<file path="src/rtl/strap_pkg.sv">
package strap_pkg;

   localparam int STRAP_CODE_W = 2;

   // 2-bit classification code of one strap pin
   typedef enum logic [STRAP_CODE_W-1:0] {
      STRAP_CLK  = 2'b00,
      STRAP_DAT  = 2'b01,
      STRAP_LOW  = 2'b10,
      STRAP_HIGH = 2'b11
   } strap_code_e;

   // Code used for a pin seen at a fixed level
   function automatic strap_code_e strap_fixed(input logic lvl);
      return lvl ? STRAP_HIGH : STRAP_LOW;
   endfunction

endpackage

</file>
<file path="src/rtl/strap_txn_track.sv">
module strap_txn_track (
   input  logic clk,
   input  logic rst_n,
   input  logic start_pulse,
   input  logic stop_pulse,
   output logic first_smp,
   output logic more_smp,
   output logic commit
);

   logic open_q;

   // A START opens a window only when none is open; a repeated START keeps sampling
   assign first_smp = start_pulse & ~open_q;
   assign more_smp  = open_q & ~stop_pulse;
   assign commit    = open_q & stop_pulse;

   always_ff @(posedge clk or negedge rst_n) begin
      if (!rst_n) begin
         open_q <= 1'b0;
      end else if (commit) begin
         open_q <= 1'b0;
      end else if (first_smp) begin
         open_q <= 1'b1;
      end
   end

endmodule

</file>
<file path="src/rtl/strap_pin_class.sv">
module strap_pin_class
   import strap_pkg::*;
(
   input  logic        clk,
   input  logic        rst_n,
   input  logic        first_smp,
   input  logic        more_smp,
   input  logic        pin,
   input  logic        scl,
   input  logic        sda,
   output strap_code_e code_o
);

   logic same_clk_q, same_dat_q;
   logic tog_clk_q, tog_dat_q;
   logic last_clk_q, last_dat_q;

   always_ff @(posedge clk or negedge rst_n) begin
      if (!rst_n) begin
         same_clk_q <= 1'b0;
         same_dat_q <= 1'b0;
         tog_clk_q  <= 1'b0;
         tog_dat_q  <= 1'b0;
         last_clk_q <= 1'b1;
         last_dat_q <= 1'b1;
      end else if (first_smp) begin
         same_clk_q <= (pin == scl);
         same_dat_q <= (pin == sda);
         tog_clk_q  <= 1'b0;
         tog_dat_q  <= 1'b0;
         last_clk_q <= scl;
         last_dat_q <= sda;
      end else if (more_smp) begin
         same_clk_q <= same_clk_q & (pin == scl);
         same_dat_q <= same_dat_q & (pin == sda);
         tog_clk_q  <= tog_clk_q | (scl != last_clk_q);
         tog_dat_q  <= tog_dat_q | (sda != last_dat_q);
         last_clk_q <= scl;
         last_dat_q <= sda;
      end
   end

   // Clock line checked first; a line that never moved cannot prove a tie
   always_comb begin
      if (same_clk_q && tog_clk_q) begin
         code_o = STRAP_CLK;
      end else if (same_dat_q && tog_dat_q) begin
         code_o = STRAP_DAT;
      end else begin
         code_o = strap_fixed(pin);
      end
   end

endmodule

</file>
<file path="src/rtl/strap_field_map.sv">
module strap_field_map
   import strap_pkg::*;
#(
   parameter int                 PIN_CNT    = 2,
   parameter int                 PREFIX_W   = 3,
   parameter int                 GROUP_W    = 4,
   parameter logic [PREFIX_W-1:0] IN_PREFIX  = 3'b110,
   parameter logic [PREFIX_W-1:0] OUT_PREFIX = 3'b101,
   localparam int                CODES_W    = PIN_CNT * STRAP_CODE_W,
   localparam int                ADDR_W     = PREFIX_W + CODES_W,
   localparam int                VEC_W      = PIN_CNT * GROUP_W
) (
   input  logic [CODES_W-1:0] code_vec,
   output logic [ADDR_W-1:0]  in_addr,
   output logic [ADDR_W-1:0]  out_addr,
   output logic [VEC_W-1:0]   pull_en,
   output logic [VEC_W-1:0]   dflt_out
);

   assign in_addr  = {IN_PREFIX,  code_vec};
   assign out_addr = {OUT_PREFIX, code_vec};

   for (genvar p = 0; p < PIN_CNT; p++) begin : g_grp
      logic is_low;
      assign is_low = (code_vec[p*STRAP_CODE_W +: STRAP_CODE_W] == STRAP_LOW);
      assign pull_en [p*GROUP_W +: GROUP_W] = {GROUP_W{~is_low}};
      assign dflt_out[p*GROUP_W +: GROUP_W] = {GROUP_W{~is_low}};
   end

endmodule

</file>
<file path="src/rtl/strap_addr_decoder.sv">
module strap_addr_decoder
   import strap_pkg::*;
#(
   parameter int                  PIN_CNT        = 2,
   parameter int                  PREFIX_W       = 3,
   parameter int                  GROUP_W        = 4,
   parameter logic [PREFIX_W-1:0] IN_PREFIX      = 3'b110,
   parameter logic [PREFIX_W-1:0] OUT_PREFIX     = 3'b101,
   parameter bit                  FALLBACK_TRACK = 1'b1,
   localparam int                 CODES_W        = PIN_CNT * STRAP_CODE_W,
   localparam int                 ADDR_W         = PREFIX_W + CODES_W,
   localparam int                 VEC_W          = PIN_CNT * GROUP_W
) (
   input  logic               clk,
   input  logic               rst_n,
   input  logic [PIN_CNT-1:0] pin_lvl,
   input  logic               scl,
   input  logic               sda,
   input  logic               start_pulse,
   input  logic               stop_pulse,
   output logic               cfg_valid,
   output logic [ADDR_W-1:0]  in_addr,
   output logic [ADDR_W-1:0]  out_addr,
   output logic [VEC_W-1:0]   pull_en,
   output logic [VEC_W-1:0]   dflt_out
);

   if (PIN_CNT < 1) begin : g_bad_pins
      $error("strap_addr_decoder: PIN_CNT must be at least 1");
   end
   if (GROUP_W < 1) begin : g_bad_group
      $error("strap_addr_decoder: GROUP_W must be at least 1");
   end
   if (PREFIX_W < 1) begin : g_bad_prefix
      $error("strap_addr_decoder: PREFIX_W must be at least 1");
   end

   logic               first_smp, more_smp, commit;
   logic [CODES_W-1:0] cls_vec;
   logic [CODES_W-1:0] fb_vec;
   logic [CODES_W-1:0] code_q;
   logic               valid_q;

   strap_txn_track u_txn (
      .clk         (clk),
      .rst_n       (rst_n),
      .start_pulse (start_pulse),
      .stop_pulse  (stop_pulse),
      .first_smp   (first_smp),
      .more_smp    (more_smp),
      .commit      (commit)
   );

   for (genvar p = 0; p < PIN_CNT; p++) begin : g_pin
      strap_code_e code_p;

      strap_pin_class u_cls (
         .clk       (clk),
         .rst_n     (rst_n),
         .first_smp (first_smp),
         .more_smp  (more_smp),
         .pin       (pin_lvl[p]),
         .scl       (scl),
         .sda       (sda),
         .code_o    (code_p)
      );
      assign cls_vec[p*STRAP_CODE_W +: STRAP_CODE_W] = code_p;

      // Fallback before the first decode: follow the pin, or pin everything high
      if (FALLBACK_TRACK) begin : g_fb_track
         assign fb_vec[p*STRAP_CODE_W +: STRAP_CODE_W] = strap_fixed(pin_lvl[p]);
      end else begin : g_fb_const
         assign fb_vec[p*STRAP_CODE_W +: STRAP_CODE_W] = STRAP_HIGH;
      end
   end

   always_ff @(posedge clk or negedge rst_n) begin
      if (!rst_n) begin
         code_q  <= {PIN_CNT{STRAP_HIGH}};
         valid_q <= 1'b0;
      end else if (commit) begin
         code_q  <= cls_vec;
         valid_q <= 1'b1;
      end else if (!valid_q) begin
         code_q  <= fb_vec;
      end
   end

   assign cfg_valid = valid_q;

   strap_field_map #(
      .PIN_CNT    (PIN_CNT),
      .PREFIX_W   (PREFIX_W),
      .GROUP_W    (GROUP_W),
      .IN_PREFIX  (IN_PREFIX),
      .OUT_PREFIX (OUT_PREFIX)
   ) u_map (
      .code_vec (code_q),
      .in_addr  (in_addr),
      .out_addr (out_addr),
      .pull_en  (pull_en),
      .dflt_out (dflt_out)
   );

endmodule

</file>
<file path="config.mk">
export PLATFORM = sky130hd
export DESIGN_NAME = strap_addr_decoder
export DESIGN_NICKNAME = d
export VERILOG_FILES = /design/src/rtl/strap_pkg.sv /design/src/rtl/strap_txn_track.sv /design/src/rtl/strap_pin_class.sv /design/src/rtl/strap_field_map.sv /design/src/rtl/strap_addr_decoder.sv
export SDC_FILE = /design/constraint.sdc
export NUM_CORES = 1
export LEC_CHECK = 0
export BUFFER_PORTS_ARGS = -buffer_cell sky130_fd_sc_hd__buf_2
export CORE_MARGIN = 1.5
export CORE_UTILIZATION = 52
export CTS_CLUSTER_DIAMETER = 200
export DETAILED_ROUTE_END_ITERATION = 12
export PLACE_DENSITY = 0.91
export SYNTH_ARGS = -nofsm -noshare
export SYNTH_HDL_FRONTEND = slang
export SYNTH_HIERARCHICAL = 1
export SYNTH_SLANG_ARGS = --single-unit
</file>
<file path="constraint.sdc">
create_clock -name clk -period 3.1 [get_ports clk]
set_clock_uncertainty 0.15 [all_clocks]
set_input_delay 0.155 -clock clk [delete_from_list [all_inputs] [get_ports clk]]
set_output_delay 0.155 -clock clk [all_outputs]
set_load 0.03 [all_outputs]
</file>
==> metrics.md <==
| Metric | Value |
|---|---|
| Detail Placement HPWL | `1207 um` |
| Fin. max-slew vios | `0` |
| Post-synth EDFFs | `0` |
| Cell variety after synth | `22` |
| Die Width | `48.52 um` |
| Largest net degree at the start of global routing | `19` |
| Fill cell count | `182` |
| Multi-input gate area | `399.1 um2` |
| Fmax | `541.8 MHz` |
| Yosys warns | `6` |
| Htree depth | `1` |
| Seq/Total Area, Yosys | `42.74%` |
| Crit Path Max Fanout | `12` |
| Post-CTS setup buffer count | `0` |
| Worst setup margin | `1254 ps` |
| Die area | `2354 um2` |
| DRC viols | `0` |
| Hold Crit Start | `pin_lvl[1]` |
| Worst-margin pin slew | `923.7 ps` |
| RSZ-0062 raised after global routing | `false` |
| Async S/R FF share, synth | `100.0%` |
| Num rows | `16` |
| Synth top area cells | `dfrtp_1 (23%), buf_4 (20%), dfstp_2 (20%), xnor2_1 (6.5%), mux2_4 (5.6%)` |
| Post-route ant nets | `0` |
| Storage element area | `460.4 um2` |
| Most area-hungry cell type in the Yosys netlist | `dfrtp_1` |
| Via count of the routed design | `647` |
| Syn Inst Count | `101` |
| CTS tree | `built` |
| Fin nets | `124` |
| Area fraction of the dominant cell type after synthesis | `23.23%` |
| Initial antenna violation count | `0` |
| Synth top cells by count | `buf_4 (28), dfrtp_1 (10), dfstp_2 (8), xnor2_1 (8), inv_1 (6)` |
| Number of global-route vias before repair | `584` |
| Hold WS | `51.10 ps` |
| Buffers on Ports | `32` |
| Final worst path period need | `1846 ps` |
| GR Util All Layers | `14.43%` |
| Clock Path Buffers | `2` |
| Setup Viol. Count Final | `0` |
| Critical path class | `in -> reg` |
| Leakage Power | `0.0005486 uW` |
| Die height | `48.52 um` |
| Pre-CTS setup slack | `1330 ps` |
| Worst setup path start | `start_pulse` |
| Core region area | `1962 um2` |
| Max_slew headroom | `38.29%` |
| DRT iter0 DRCs | `6` |
| Share of layout cells above drive strength 1 | `49.57%` |
| Vias per std cell | `4.556` |
| Placed Cells | `136` |
| Overflow after GRT | `0` |
| I/O pin count | `39` |
| FF+latch count, synth | `18` |
| N_diodes | `0` |
| Clock transition at the registers of the reported paths | `90 ps` |
| Count leader, synth | `buf_4` |
| RR Startpoint | `u_txn/open_q` |
| Root buf cell | `clkbuf_4` |
| Finished Layout Cells | `142` |
| Routability cong. | `0.8281` |
| Clock tree sinks | `18` |
| Startpoint types | `primary input` |
| Final Hold Violating Endpoints | `0` |
| Mean post-synth cell area | `10.67 um2` |
| Max-cap violations | `0` |
| Layout area overhead | `5.111%` |
| DRT Pass-1 Iters | `4` |
| Initial core utilization | `54.91%` |
| Post-Syn Area | `1077 um2` |
| Pwr/cell area | `1032 nW/um2` |
| CTS buffer count | `3` |
| WL/cell | `11.09 um` |
| Skew-Pair Late Insertion Delay | `280 ps` |
| Critical Path AT | `1920 ps` |
| Total negative slack | `0 ps` |
| Total Routed Length | `1575 um` |
| Worst min-delay path class | `in -> reg` |
| Max IR drop VDD | `0.5572 mV` |
| Power Total | `1168 uW` |
| CP required | `3170 ps` |
| Kind of end point of the critical path | `register` |
| First-pass GRT wire length | `2601 um` |
| Status | `completed` |
| Top FF cell, synth | `dfrtp_1` |
| Period utilisation layout | `59.54%` |
stage by stage:
step	area, um2	utilization, %
after floorplan	1092	-
after global placement	1076	54.85
after detailed placement	1076	54.85
after CTS	1132	57.72
after global routing	1132	57.72
final	1132	57.72
critical path: stages:
cell,delay (ps)
dlygate4sd3_1,520
buf_2,100
nor2b_1,730
nor2_4,80
mux2_4,330
final timing paths:
kind | cells after the start | to | slack, ps
setup / recovery | 5 | g_pin[0].u_cls/last_dat_q | 1250
setup reg to reg | 3 | g_pin[0].u_cls/last_dat_q | 1340
min in group asynchronous | 2 | g_pin[1].u_cls/same_clk_q | 180
max in group asynchronous | 2 | code_q[1] | 2300
hold reg to reg | 1 | code_q[1] | 370
hold / removal | 3 | code_q[2] | 50
layout by cell type (no fill, tap or decap), types with 4 or more instances in the layout:
cell type / count
o22ai_1: 4
o22a_2: 4
conb_1: 6
a21oi_1: 4
xnor2_1: 8
dfrtp_1: 10
mux2_4: 4
inv_1: 6
dfstp_2: 8
buf_2: 32
nand2b_1: 5
kinds of logic (layout without fill, tap and decap cells):
kind of cell | count (synthesis) | in the layout | share of synthesized area [%]
xor gates and xnor gates | 8 | 8 | 6.504
and+or+nand+nor | 15 | 15 | 9.176
muxes | 6 | 6 | 7.434
DFF | 18 | 18 | 42.74
buffers and inverters | 34 | 44 | 21.60
other | 2 | 6 | 0.6971
AOI/OAI and AO/OA | 18 | 18 | 11.85
state kept, by name (all words and copies together), names as in the netlist:
signal / count
code_q: 4
cfg_valid: 1
g_pin.u_cls/same_dat_q: 2
g_pin.u_cls/tog_dat_q: 2
g_pin.u_cls/last_clk_q: 2
u_txn/open_q: 1
g_pin.u_cls/tog_clk_q: 2
g_pin.u_cls/same_clk_q: 2
g_pin.u_cls/last_dat_q: 2
final cells by class:
cell class              instances  share of cell area (%)
multi-input cells              53                   35.25
repair buffers                 34                   15.91
flip-flops and latches         18                   40.66
inverters                       6                   1.989
well taps                      27                   2.983
clock buffers                   4                   3.204
per-layer routing:
| layer | global-route usage, % | vias to the layer above | routed length [um] |
|---|---|---|---|
| met2 | 22.45 | 35 | 688 |
| met5 | 0 | - | 0 |
| met3 | 2.160 | 4 | 124 |
| li1 | - | 329 | - |
| met1 | 19.76 | 279 | 739 |
| met4 | 7.143 | 0 | 22 |
power breakdown:
part	leakage, uW	switching [uW]	internal [uW]
logic	0.000326	452	198
registers	0.000202	55.7	324
clock network	0.0000210	66.3	71.5
repair_timing:
item / in CTS / in global routing
endpoints found under the hold margin: 19 / 0
hold buffers: 2 / 0
resized for setup: 0 / 0
Note: power is estimated with default switching activity, not from simulation.
